### src/rtl/gcr_pkg.sv
package gcr_pkg;

  typedef enum logic [1:0] {
    PH_GAP  = 2'd0,
    PH_SYNC = 2'd1,
    PH_MARK = 2'd2,
    PH_DATA = 2'd3
  } phase_e;

  localparam int WORD_W = 10;
  localparam int LEN_W  = 4;

  // Eight ones, two zeros, left aligned in the word register.
  localparam logic [WORD_W-1:0] SYNC_BITS = 10'b1111111100;
  localparam logic [LEN_W-1:0]  SYNC_LEN  = 4'd10;
  localparam logic [LEN_W-1:0]  BYTE_LEN  = 4'd8;

  typedef struct packed {
    logic [WORD_W-1:0] bits;
    logic [LEN_W-1:0]  len;
  } word_t;

  function automatic logic [7:0] mark_byte(input logic [1:0] sel);
    case (sel)
      2'd0:    mark_byte = 8'hD5;
      2'd1:    mark_byte = 8'hAA;
      default: mark_byte = 8'h96;
    endcase
  endfunction

endpackage

### src/rtl/gcr_cell_timer.sv
module gcr_cell_timer #(
  parameter int CELL_CYCLES = 16
) (
  input  logic clk,
  input  logic rst_n,
  output logic cell_end_o,
  output logic cell_first_o
);

  localparam int CW = (CELL_CYCLES > 1) ? $clog2(CELL_CYCLES) : 1;
  localparam logic [CW-1:0] LAST = CW'(CELL_CYCLES - 1);

  logic [CW-1:0] cnt_q, cnt_d;

  always_comb begin
    cell_end_o   = (cnt_q == LAST);
    cell_first_o = (cnt_q == '0);
    cnt_d        = cell_end_o ? '0 : cnt_q + CW'(1);
  end

  // Reset to the last count so the first cell starts right after release.
  always_ff @(posedge clk or negedge rst_n) begin
    if (!rst_n) cnt_q <= LAST;
    else        cnt_q <= cnt_d;
  end

endmodule

### src/rtl/gcr_word_shifter.sv
module gcr_word_shifter
  import gcr_pkg::*;
(
  input  logic  clk,
  input  logic  rst_n,
  input  logic  cell_end_i,
  input  word_t next_word_i,
  output logic  load_o,
  output logic  last_cell_o,
  output logic  rd_o
);

  logic [WORD_W-1:0] sh_q, sh_d;
  logic [LEN_W-1:0]  nb_q, nb_d;
  logic              rd_q, rd_d;

  always_comb begin
    load_o      = cell_end_i && (nb_q <= LEN_W'(1));
    last_cell_o = (nb_q == LEN_W'(1));
    sh_d = sh_q;
    nb_d = nb_q;
    rd_d = rd_q;
    if (load_o) begin
      sh_d = next_word_i.bits;
      nb_d = next_word_i.len;
      rd_d = rd_q ^ next_word_i.bits[WORD_W-1];
    end else if (cell_end_i) begin
      sh_d = {sh_q[WORD_W-2:0], 1'b0};
      nb_d = nb_q - LEN_W'(1);
      rd_d = rd_q ^ sh_q[WORD_W-2];
    end
  end

  always_ff @(posedge clk or negedge rst_n) begin
    if (!rst_n) begin
      sh_q <= '0;
      nb_q <= '0;
      rd_q <= 1'b0;
    end else begin
      sh_q <= sh_d;
      nb_q <= nb_d;
      rd_q <= rd_d;
    end
  end

  assign rd_o = rd_q;

endmodule

### src/rtl/gcr_frame_seq.sv
module gcr_frame_seq
  import gcr_pkg::*;
#(
  parameter int SYNC_MIN = 5
) (
  input  logic       clk,
  input  logic       rst_n,
  input  logic       load_i,
  input  logic       last_cell_i,
  input  logic       cell_first_i,
  input  logic       req_i,
  input  logic       valid_i,
  input  logic [7:0] data_i,
  input  logic       last_i,
  output logic       ready_o,
  output logic       frame_start_o,
  output word_t      word_o
);

  localparam int SCW = $clog2(SYNC_MIN + 1);
  localparam logic [SCW-1:0] SYNC_TARGET = SCW'(SYNC_MIN);

  phase_e         ph_q, ph_d;
  logic [SCW-1:0] scnt_q, scnt_d;
  logic [1:0]     mcnt_q, mcnt_d;
  logic           hold_v_q, hold_v_d;
  logic [7:0]     hold_b_q, hold_b_d;
  logic           hold_l_q, hold_l_d;

  assign ready_o = (ph_q == PH_DATA) && cell_first_i && last_cell_i;

  always_comb begin
    ph_d          = ph_q;
    scnt_d        = scnt_q;
    mcnt_d        = mcnt_q;
    hold_v_d      = hold_v_q;
    hold_b_d      = hold_b_q;
    hold_l_d      = hold_l_q;
    frame_start_o = 1'b0;
    word_o.bits   = SYNC_BITS;
    word_o.len    = SYNC_LEN;

    if (ready_o && valid_i) begin
      hold_v_d = 1'b1;
      hold_b_d = data_i;
      hold_l_d = last_i;
    end

    if (load_i) begin
      unique case (ph_q)
        PH_GAP: begin
          if (req_i) begin
            frame_start_o = 1'b1;
            scnt_d        = SCW'(1);
            mcnt_d        = 2'd0;
            ph_d          = (SYNC_MIN <= 1) ? PH_MARK : PH_SYNC;
          end
        end
        PH_SYNC: begin
          scnt_d = scnt_q + SCW'(1);
          if (scnt_d >= SYNC_TARGET) begin
            ph_d   = PH_MARK;
            mcnt_d = 2'd0;
          end
        end
        PH_MARK: begin
          word_o.bits = {mark_byte(mcnt_q), 2'b00};
          word_o.len  = BYTE_LEN;
          mcnt_d      = mcnt_q + 2'd1;
          if (mcnt_q == 2'd2) ph_d = PH_DATA;
        end
        PH_DATA: begin
          if (hold_v_q) begin
            word_o.bits = {hold_b_q, 2'b00};
            word_o.len  = BYTE_LEN;
            hold_v_d    = 1'b0;
            if (hold_l_q) ph_d = PH_GAP;
          end
        end
        default: ;
      endcase
    end
  end

  always_ff @(posedge clk or negedge rst_n) begin
    if (!rst_n) begin
      ph_q     <= PH_GAP;
      scnt_q   <= '0;
      mcnt_q   <= '0;
      hold_v_q <= 1'b0;
      hold_b_q <= '0;
      hold_l_q <= 1'b0;
    end else begin
      ph_q     <= ph_d;
      scnt_q   <= scnt_d;
      mcnt_q   <= mcnt_d;
      hold_v_q <= hold_v_d;
      hold_b_q <= hold_b_d;
      hold_l_q <= hold_l_d;
    end
  end

endmodule

### src/rtl/gcr_interleave.sv
module gcr_interleave #(
  parameter int SECTORS = 12
) (
  input  logic                       clk,
  input  logic                       rst_n,
  input  logic                       adv_i,
  output logic [$clog2(SECTORS)-1:0] sector_o
);

  localparam int IW = $clog2(SECTORS);
  localparam logic [IW-1:0] LAST = IW'(SECTORS - 1);
  localparam logic [IW-1:0] HALF = IW'(SECTORS / 2);

  logic [IW-1:0] idx_q, idx_d;

  always_comb begin
    idx_d = idx_q;
    if (adv_i) idx_d = (idx_q == LAST) ? '0 : idx_q + IW'(1);
    sector_o = idx_q[0] ? ((idx_q >> 1) + HALF) : (idx_q >> 1);
  end

  always_ff @(posedge clk or negedge rst_n) begin
    if (!rst_n) idx_q <= '0;
    else        idx_q <= idx_d;
  end

endmodule

### src/rtl/gcr_read_stream.sv
module gcr_read_stream
  import gcr_pkg::*;
#(
  parameter int CELL_CYCLES = 16,
  parameter int SYNC_MIN    = 5,
  parameter int SECTORS     = 12
) (
  input  logic                       clk,
  input  logic                       rst_n,
  input  logic                       sector_req_i,
  input  logic                       byte_valid_i,
  input  logic [7:0]                 byte_i,
  input  logic                       byte_last_i,
  output logic                       byte_ready_o,
  output logic                       rd_o,
  output logic [$clog2(SECTORS)-1:0] sector_o
);

  localparam int SW = $clog2(SECTORS);

  logic [1:0] rsync_q;
  logic       rst_q;
  logic       cell_end, cell_first, load, last_cell, frame_start;
  word_t      next_word;

  always_ff @(posedge clk or negedge rst_n) begin
    if (!rst_n) rsync_q <= 2'b00;
    else        rsync_q <= {rsync_q[0], 1'b1};
  end
  assign rst_q = rsync_q[1];

  gcr_cell_timer #(.CELL_CYCLES(CELL_CYCLES)) u_timer (
    .clk          (clk),
    .rst_n        (rst_q),
    .cell_end_o   (cell_end),
    .cell_first_o (cell_first)
  );

  gcr_word_shifter u_shift (
    .clk         (clk),
    .rst_n       (rst_q),
    .cell_end_i  (cell_end),
    .next_word_i (next_word),
    .load_o      (load),
    .last_cell_o (last_cell),
    .rd_o        (rd_o)
  );

  gcr_frame_seq #(.SYNC_MIN(SYNC_MIN)) u_seq (
    .clk           (clk),
    .rst_n         (rst_q),
    .load_i        (load),
    .last_cell_i   (last_cell),
    .cell_first_i  (cell_first),
    .req_i         (sector_req_i),
    .valid_i       (byte_valid_i),
    .data_i        (byte_i),
    .last_i        (byte_last_i),
    .ready_o       (byte_ready_o),
    .frame_start_o (frame_start),
    .word_o        (next_word)
  );

  gcr_interleave #(.SECTORS(SECTORS)) u_ilv (
    .clk      (clk),
    .rst_n    (rst_q),
    .adv_i    (frame_start),
    .sector_o (sector_o)
  );

endmodule

### config.mk
export PLATFORM = sky130hd
export DESIGN_NAME = gcr_read_stream
export DESIGN_NICKNAME = d
export VERILOG_FILES = /design/src/rtl/gcr_pkg.sv /design/src/rtl/gcr_cell_timer.sv /design/src/rtl/gcr_word_shifter.sv /design/src/rtl/gcr_frame_seq.sv /design/src/rtl/gcr_interleave.sv /design/src/rtl/gcr_read_stream.sv
export SDC_FILE = /design/constraint.sdc
export NUM_CORES = 1
export LEC_CHECK = 0
export BUFFER_PORTS_ARGS = -buffer_cell sky130_fd_sc_hd__buf_2
export CAP_MARGIN = 20
export CORE_ASPECT_RATIO = 0.8
export CORE_MARGIN = 1.5
export CORE_UTILIZATION = 40
export CTS_BUF_LIST = sky130_fd_sc_hd__clkbuf_8
export CTS_CLUSTER_SIZE = 12
export DETAILED_ROUTE_END_ITERATION = 16
export REMOVE_ABC_BUFFERS = 1
export SLEW_MARGIN = 20
export SYNTH_ARGS = -nofsm -noshare
export SYNTH_HDL_FRONTEND = slang
export SYNTH_SLANG_ARGS = --single-unit
### constraint.sdc
create_clock -name clk -period 1.1 [get_ports clk]
set_input_delay 0.055 -clock clk [delete_from_list [all_inputs] [get_ports clk]]
set_output_delay 0.055 -clock clk [all_outputs]
set_load 0.1 [all_outputs]
# Yosys cells after proc, flatten, opt, wreduce, memory -nomap -nowiden
# Index checks and enable logic that the tools add are counted.
word_totals:
  wordCells: 79
  register_bits: 41
op_classes:
  bitwise: 2
  n_eq_ne: 13
  reduce_logical: 13
  magnitude_cmp: 2
  n_addsub: 6
  n_mux: 31
op_table:
  columns: ["operator", "count"]
  rows:
  - ["14-bit two-way mux", 2]
  - ["14-bit case mux with 2 select lines", 1]
  - ["4-bit two-way mux", 5]
  - ["9-bit two-way mux", 2]
  - ["2-bit two-way mux", 7]
  - ["7-bit case mux with 2 select lines", 1]
  - ["1-bit two-way mux", 9]
  - ["4-bit by 1-bit adder with 4-bit output (second input constant)", 2]
  - ["4-bit == test (second input constant)", 2]
  - ["2-bit by 1-bit inequality test with 1-bit output (second input constant)", 4]
  - ["2-bit case mux with 4 select lines", 1]
  - ["2-bit == test (second input constant)", 3]
  - ["2-bit case mux with 3 select lines", 1]
  - ["3-bit case mux with 2 select lines", 1]
  - ["6-bit AND reduction", 1]
  - ["3-bit by 3-bit adder with 4-bit output (second input constant)", 1]
  - ["2-bit by 1-bit == test with 1-bit output (second input constant)", 2]
  - ["4-bit by 1-bit == test with 1-bit output (second input constant)", 1]
  - ["4-bit by 1-bit <= comparator with 1-bit output (second input constant)", 1]
  - ["1-bit logical AND", 4]
  - ["2-bit logical NOT", 2]
  - ["4-bit logical NOT", 1]
  - ["4-bit AND reduction", 1]
  - ["2-bit nonzero test", 2]
  - ["other kinds (9)", 10]

# Longest topological paths before layout
logic_depth:
  word_depth: 8
  mapped_depth: 7
  depth_no_buf: 6

# Hierarchy
# Synthesis repeated with hierarchy kept, for this count alone.
hier_totals:
  hier_cells: 236
  area_unflattened_um2: 2297.2
by_module_without_submodules:
  columns: ["module", "cells_each", "instances", "seq_area_each_um2", "area_per_inst_um2"]
  rows:
  - ["gcr_frame_seq", 109, 1, 425.4, 1063.5]
  - ["gcr_word_shifter", 85, 1, 350.3, 734.5]
  - ["gcr_interleave", 24, 1, 100.1, 260.2]
  - ["gcr_cell_timer", 15, 1, 105.1, 185.2]
  - ["gcr_read_stream", 3, 1, 50.0, 53.8]

# Least setup slack after synthesis
# Ideal clock, no wire load.
synth_path:
  path_kind: "register to register"
  startpoint: "register u_shift.nb_q[3]"
  endpoint: "register u_seq.hold_b_q[0]"
  stages_incl_launch_ff: 6
  setup_ns: 0.125
  setup_slack_ns: -1.407
  period_less_slack_ns: 2.507
  t_arrival_ns: 2.382
  path_buffers: 1
  path_cell_list: "dfrtp_1 -> or2_1 -> buf_6 -> nor4_4 -> nand2_4 -> mux2_2"
synth_via:
  elab_chain_cells: 3
synth_rtl:
  columns: ["item", "line_no", "text"]
  rows:
  - ["start, declared", "gcr_word_shifter.sv:14", "logic [LEN_W-1:0] nb_q, nb_d;"]
  - ["start signal, assigned", "gcr_word_shifter.sv:41", "nb_q <= nb_d;"]
  - ["4-bit by 1-bit == test with 1-bit output", "gcr_word_shifter.sv:19", "last_cell_o = (nb_q == LEN_W'(1));"]
  - ["1-bit logical AND", "gcr_frame_seq.sv:30", "assign ready_o = (ph_q == PH_DATA) && cell_first_i && last_cell_i;"]
  - ["named net byte_ready_o", "gcr_read_stream.sv:14", "output logic byte_ready_o,"]
  - ["1-bit logical AND", "gcr_frame_seq.sv:43", "if (ready_o && valid_i) begin"]
  - ["end signal, assigned", "gcr_frame_seq.sv:98", "hold_b_q <= hold_b_d;"]
  - ["end, declared", "gcr_frame_seq.sv:27", "logic [7:0] hold_b_q, hold_b_d;"]
# The timed path passes the listed nets, and every way through them passes these cells.
# A chain may end at the register's enable or synchronous reset.

# Final worst setup path
layout_path:
  startpoint: "register u_timer.cnt_q[0]"
  endpoint: "register u_seq.ph_q[1]"
layout_via:
  elab_chain_cells: 3
layout_rtl:
  columns: ["item", "line_no", "text"]
  rows:
  - ["start, declared", "gcr_cell_timer.sv:13", "logic [CW-1:0] cnt_q, cnt_d;"]
  - ["start signal, assigned", "gcr_cell_timer.sv:24", "else cnt_q <= cnt_d;"]
  - ["4-bit == test", "gcr_cell_timer.sv:16", "cell_end_o = (cnt_q == LAST);"]
  - ["1-bit logical AND", "gcr_word_shifter.sv:18", "load_o = cell_end_i && (nb_q <= LEN_W'(1));"]
  - ["6-bit AND reduction (no line)", null, null]
  - ["end signal, assigned", "gcr_frame_seq.sv:94", "ph_q <= ph_d;"]
  - ["end, declared", "gcr_frame_seq.sv:23", "phase_e ph_q, ph_d;"]
# Every way passes these cells.

==> impl_metrics.py <==
metrics = {
    "timing": {
        "setup_ws_ns": -0.603,
        "worst_clock_skew_ns": 0.0131,
        "setup_viol": 40,
        "setup_repair_after_global_routing_missed_its_margin": "yes",
        "period_minus_slack_ns": 1.70,
        "hold_viol_final": 0,
        "fmax_ghz": 0.587,
        "drv_slew": 0,
        "final_min_period_over_clock_period_pct": 155,
    },
    "floorplanning": {
        "rows": 23,
        "die-area_um2": 5960,
        "dieWidth_um": 85.9,
        "top_level_ports": 19,
        "core_region_area_um2": 5150,
        "die-height_um": 69.3,
        "start_util_pct": 42.7,
    },
    "pwr": {
        "p_seq_share_pct": 51.6,
        "p_int_mw": 2.17,
        "switchingPower_uw": 615,
        "swShare_pct": 22.1,
        "leakage_nw": 1.66,
        "max-vdd-ir-drop_v": 0.000895,
        "pwr-share-comb_pct": 3.3,
        "clockPowerShare_pct": 45.1,
        "finalPower_mw": 2.79,
        "power.density_nw_per_um2": 768,
    },
    "worst_setup_path": {
        "worstReg2RegEnd": "u_seq.ph_q[1]",
        "crit_path_start_kind": "flop",
        "required_ns": 1.28,
        "critPathMaxStageDelay_ns": 0.57,
        "category_of_cells_accounting_for_the_largest_share_of_critical_path_delay": "flip-flops",
        "timing.critical_path.cells": "ha_4, nand3_4, nor3_4, nand3_2, mux2_4",
        "endpoint_kind": "flop",
        "critPathBufInv": 0,
        "critPathSlowestCell": "sky130_fd_sc_hd__dfstp_2",
        "critical_path_class": "reg2reg",
        "r2r-start": "u_timer.cnt_q[0]",
        "path_max_fanout": 5,
        "stages_on_the_worst_setup_path": 5,
        "timing.reg2reg.worst_path_depth": 5,
        "regToRegSetupSlack_ns": -0.60,
        "startpoint": "u_timer.cnt_q[0]",
        "cp.arrival_ns": 1.89,
    },
    "clock_tree": {
        "cts-root-buf": "sky130_fd_sc_hd__clkbuf_8",
        "tritoncts_clock_tree": "built",
        "clkLatencyLatePin_ns": 0.31,
        "htreeDepth": 2,
        "cts_buffers": 5,
        "clockBufferDepth": 2,
        "clock_sinks": 39,
        "clk_pin_slew_worst_paths_ns": 0.09,
    },
    "logic_synthesis": {
        "synth.distinct_cells": 42,
        "fraction_of_the_mapped_netlist_area_in_adder_cells_pct": 10.2,
        "synth_warnings": 0,
        "syn_avg_cell_area_um2": 10.3,
        "synthCells": 213,
        "ys_ff_latch": 39,
        "synth-async-reset-ratio_pct": 100,
        "synth-main-ff-cell": "sky130_fd_sc_hd__dfrtp_1",
        "synth_top_family_by_area": "simple AND/OR/NAND/NOR gates",
        "synth-xor-area-share_pct": 1.59,
        "seq_area_frac_synth_pct": 44.6,
        "synth_enable_flop_cells": 0,
        "cell_area_after_synthesis_um2": 2200,
        "synth_compound_gate_area_share_pct": 10.9,
        "synthSimpleGateAreaFrac_pct": 18.5,
        "synth.area.mux_share_pct": 9.27,
    },
    "placement": {
        "dpl.cell_count": 337,
        "pre_cts_ws_ns": -0.655,
        "placement.io_buffers": 18,
        "globalplace.congestion": 0.763,
        "dp_hpwl_um": 3210,
    },
    "global_routing": {
        "number_of_global_route_vias_before_repair": 1893,
        "number_of_antenna_violations_at_the_first_check_in_global_routing": 0,
        "maximum_number_of_pins_on_one_net_before_global_route_repair": 38,
        "overflow": 0,
        "grtUsageTotal_pct": 18.1,
        "grt_first_pass_wirelength_um": 8480,
    },
    "routing": {
        "drc_violations_left": 0,
        "initialDrtViolationCount": 95,
        "drt-wirelength-per-cell_um": 14.5,
        "avgViaCountPerCell": 5.06,
        "totalWireLength_um": 5430,
        "route.antenna.remaining_nets": 0,
        "drt_pre_antenna_iters": 4,
        "via_count": 1891,
    },
    "final_layout": {
        "antenna-diode-count": 0,
        "layout-drive-gt1-share_pct": 55.4,
        "layout.cells.non_filler": 374,
        "area_growth_pct": 64.9,
        "final_nets": 342,
        "layout.cells.most_common": "sky130_fd_sc_hd__buf_4",
        "most_frequent_cells_in_the_layout": "sky130_fd_sc_hd__buf_4 (52), sky130_fd_sc_hd__dfrtp_1 (34), sky130_fd_sc_hd__nand2_1 (17), sky130_fd_sc_hd__buf_6 (15)",
    },
    "flow_run": {
        "max-cap-violations": 0,
    },
    "run_status": {
        "failing_checks": "setup timing",
        "status": "finished with violations",
    },
    "min_path": {
        "worstHoldPathType": "in2async",
    },
}
logic make-up after synthesis:
group           after synthesis
simple gates                 68
mux                          19
fa+ha+maj                    18
compound gates               39
flops                        39
buf+inv                      25
xor+xnor                      4
other cells                   1
state kept, by name (all words and copies together) (netlist names):
name / flops
u_ilv.idx_q: 4
u_shift.sh_q: 7
u_seq.hold_b_q: 8
u_shift.rd_o: 1
rsync_q: 2
u_timer.cnt_q: 4
u_seq.mcnt_q: 2
u_shift.nb_q: 4
u_seq.ph_q: 2
u_seq.hold_v_q: 1
u_seq.scnt_q: 3
u_seq.hold_l_q: 1
worst max path at each step:
stage	endpoint
global route	u_seq.mcnt_q[0]
finish	u_seq.ph_q[1]
CTS	byte_ready_o
floorplan	u_seq.hold_b_q[0]
global placement	u_seq.hold_b_q[6]
detailed placement	u_ilv.idx_q[1]
Yosys cell counts (2+ instances only):
master,count,share of area [%]
sky130_fd_sc_hd__ha_1,18,10
sky130_fd_sc_hd__a31o_2,2,0.80
sky130_fd_sc_hd__nand2_1,18,3.1
sky130_fd_sc_hd__nor2b_1,4,1.1
sky130_fd_sc_hd__a211oi_1,2,0.68
sky130_fd_sc_hd__nor2_1,15,2.6
sky130_fd_sc_hd__clkbuf_1,4,0.68
sky130_fd_sc_hd__inv_1,18,3.1
sky130_fd_sc_hd__or2_1,2,0.57
sky130_fd_sc_hd__nand3_1,5,1.1
sky130_fd_sc_hd__xor2_1,3,1.2
sky130_fd_sc_hd__o31ai_1,7,2.4
sky130_fd_sc_hd__nor3_1,2,0.45
sky130_fd_sc_hd__mux2_2,10,5.1
sky130_fd_sc_hd__nor4_4,2,1.9
sky130_fd_sc_hd__o21ai_0,16,3.6
sky130_fd_sc_hd__dfstp_2,4,4.8
sky130_fd_sc_hd__a21oi_1,8,1.8
sky130_fd_sc_hd__mux2i_1,8,3.6
sky130_fd_sc_hd__and3_1,9,2.6
sky130_fd_sc_hd__dfrtp_1,35,40
layer usage:
| metal | track usage, % | up-vias | wire, um |
|---|---|---|---|
| met5 | 0 | - | 0 |
| met2 | 29.3 | 27 | 2670 |
| li1 | - | 932 | - |
| met1 | 23.9 | 924 | 2540 |
| met4 | 6.09 | 0 | 86 |
| met3 | 3.93 | 8 | 131 |
power groups by stage:
stage	Sequential (mW)	Combinational, mW	Clock, mW
6_report	1.44	0.0906	1.26
5_1_grt	1.44	0.102	1.34
4_1_cts	1.44	0.0876	1.27
3_5_place_dp	1.47	0.0597	0
3_3_place_gp	1.47	0.0590	0
2_1_floorplan	1.48	0.00144	0
metrics by stage:
stage / hold slack (ns) / cell area, um^2 / TNS, ns / utilization, %
global route: 0.0484 / 3630 / -21.18 / 70.5
global placement: -0.160 / 2830 / -18.04 / 54.9
CTS: 0.0538 / 3340 / -20.16 / 64.8
floorplan: -0.241 / 2160 / -33.30 / -
detailed placement: -0.158 / 2830 / -19.18 / 54.9
finish: 0.0430 / 3630 / -18.67 / 70.5
what timing repair did:
action,CTS,global route
hold buffers,10,0
endpoints found under the setup margin,40,40
endpoints found under the hold margin,11,0
resized for setup,61,47
buffers inserted,11,10
pin swaps,15,20
cloned,1,1
area by class of cell:
type | count | area (um^2)
multi-input combinational | 150 | 1500
clock buffer | 5 | 68.8
sequential | 39 | 982
fill | 362 | 1520
inverter | 18 | 77.6
tap | 62 | 77.6
timing repair buffer | 97 | 880
clock inverter | 3 | 47.5
(Power assumes the default switching activity.)
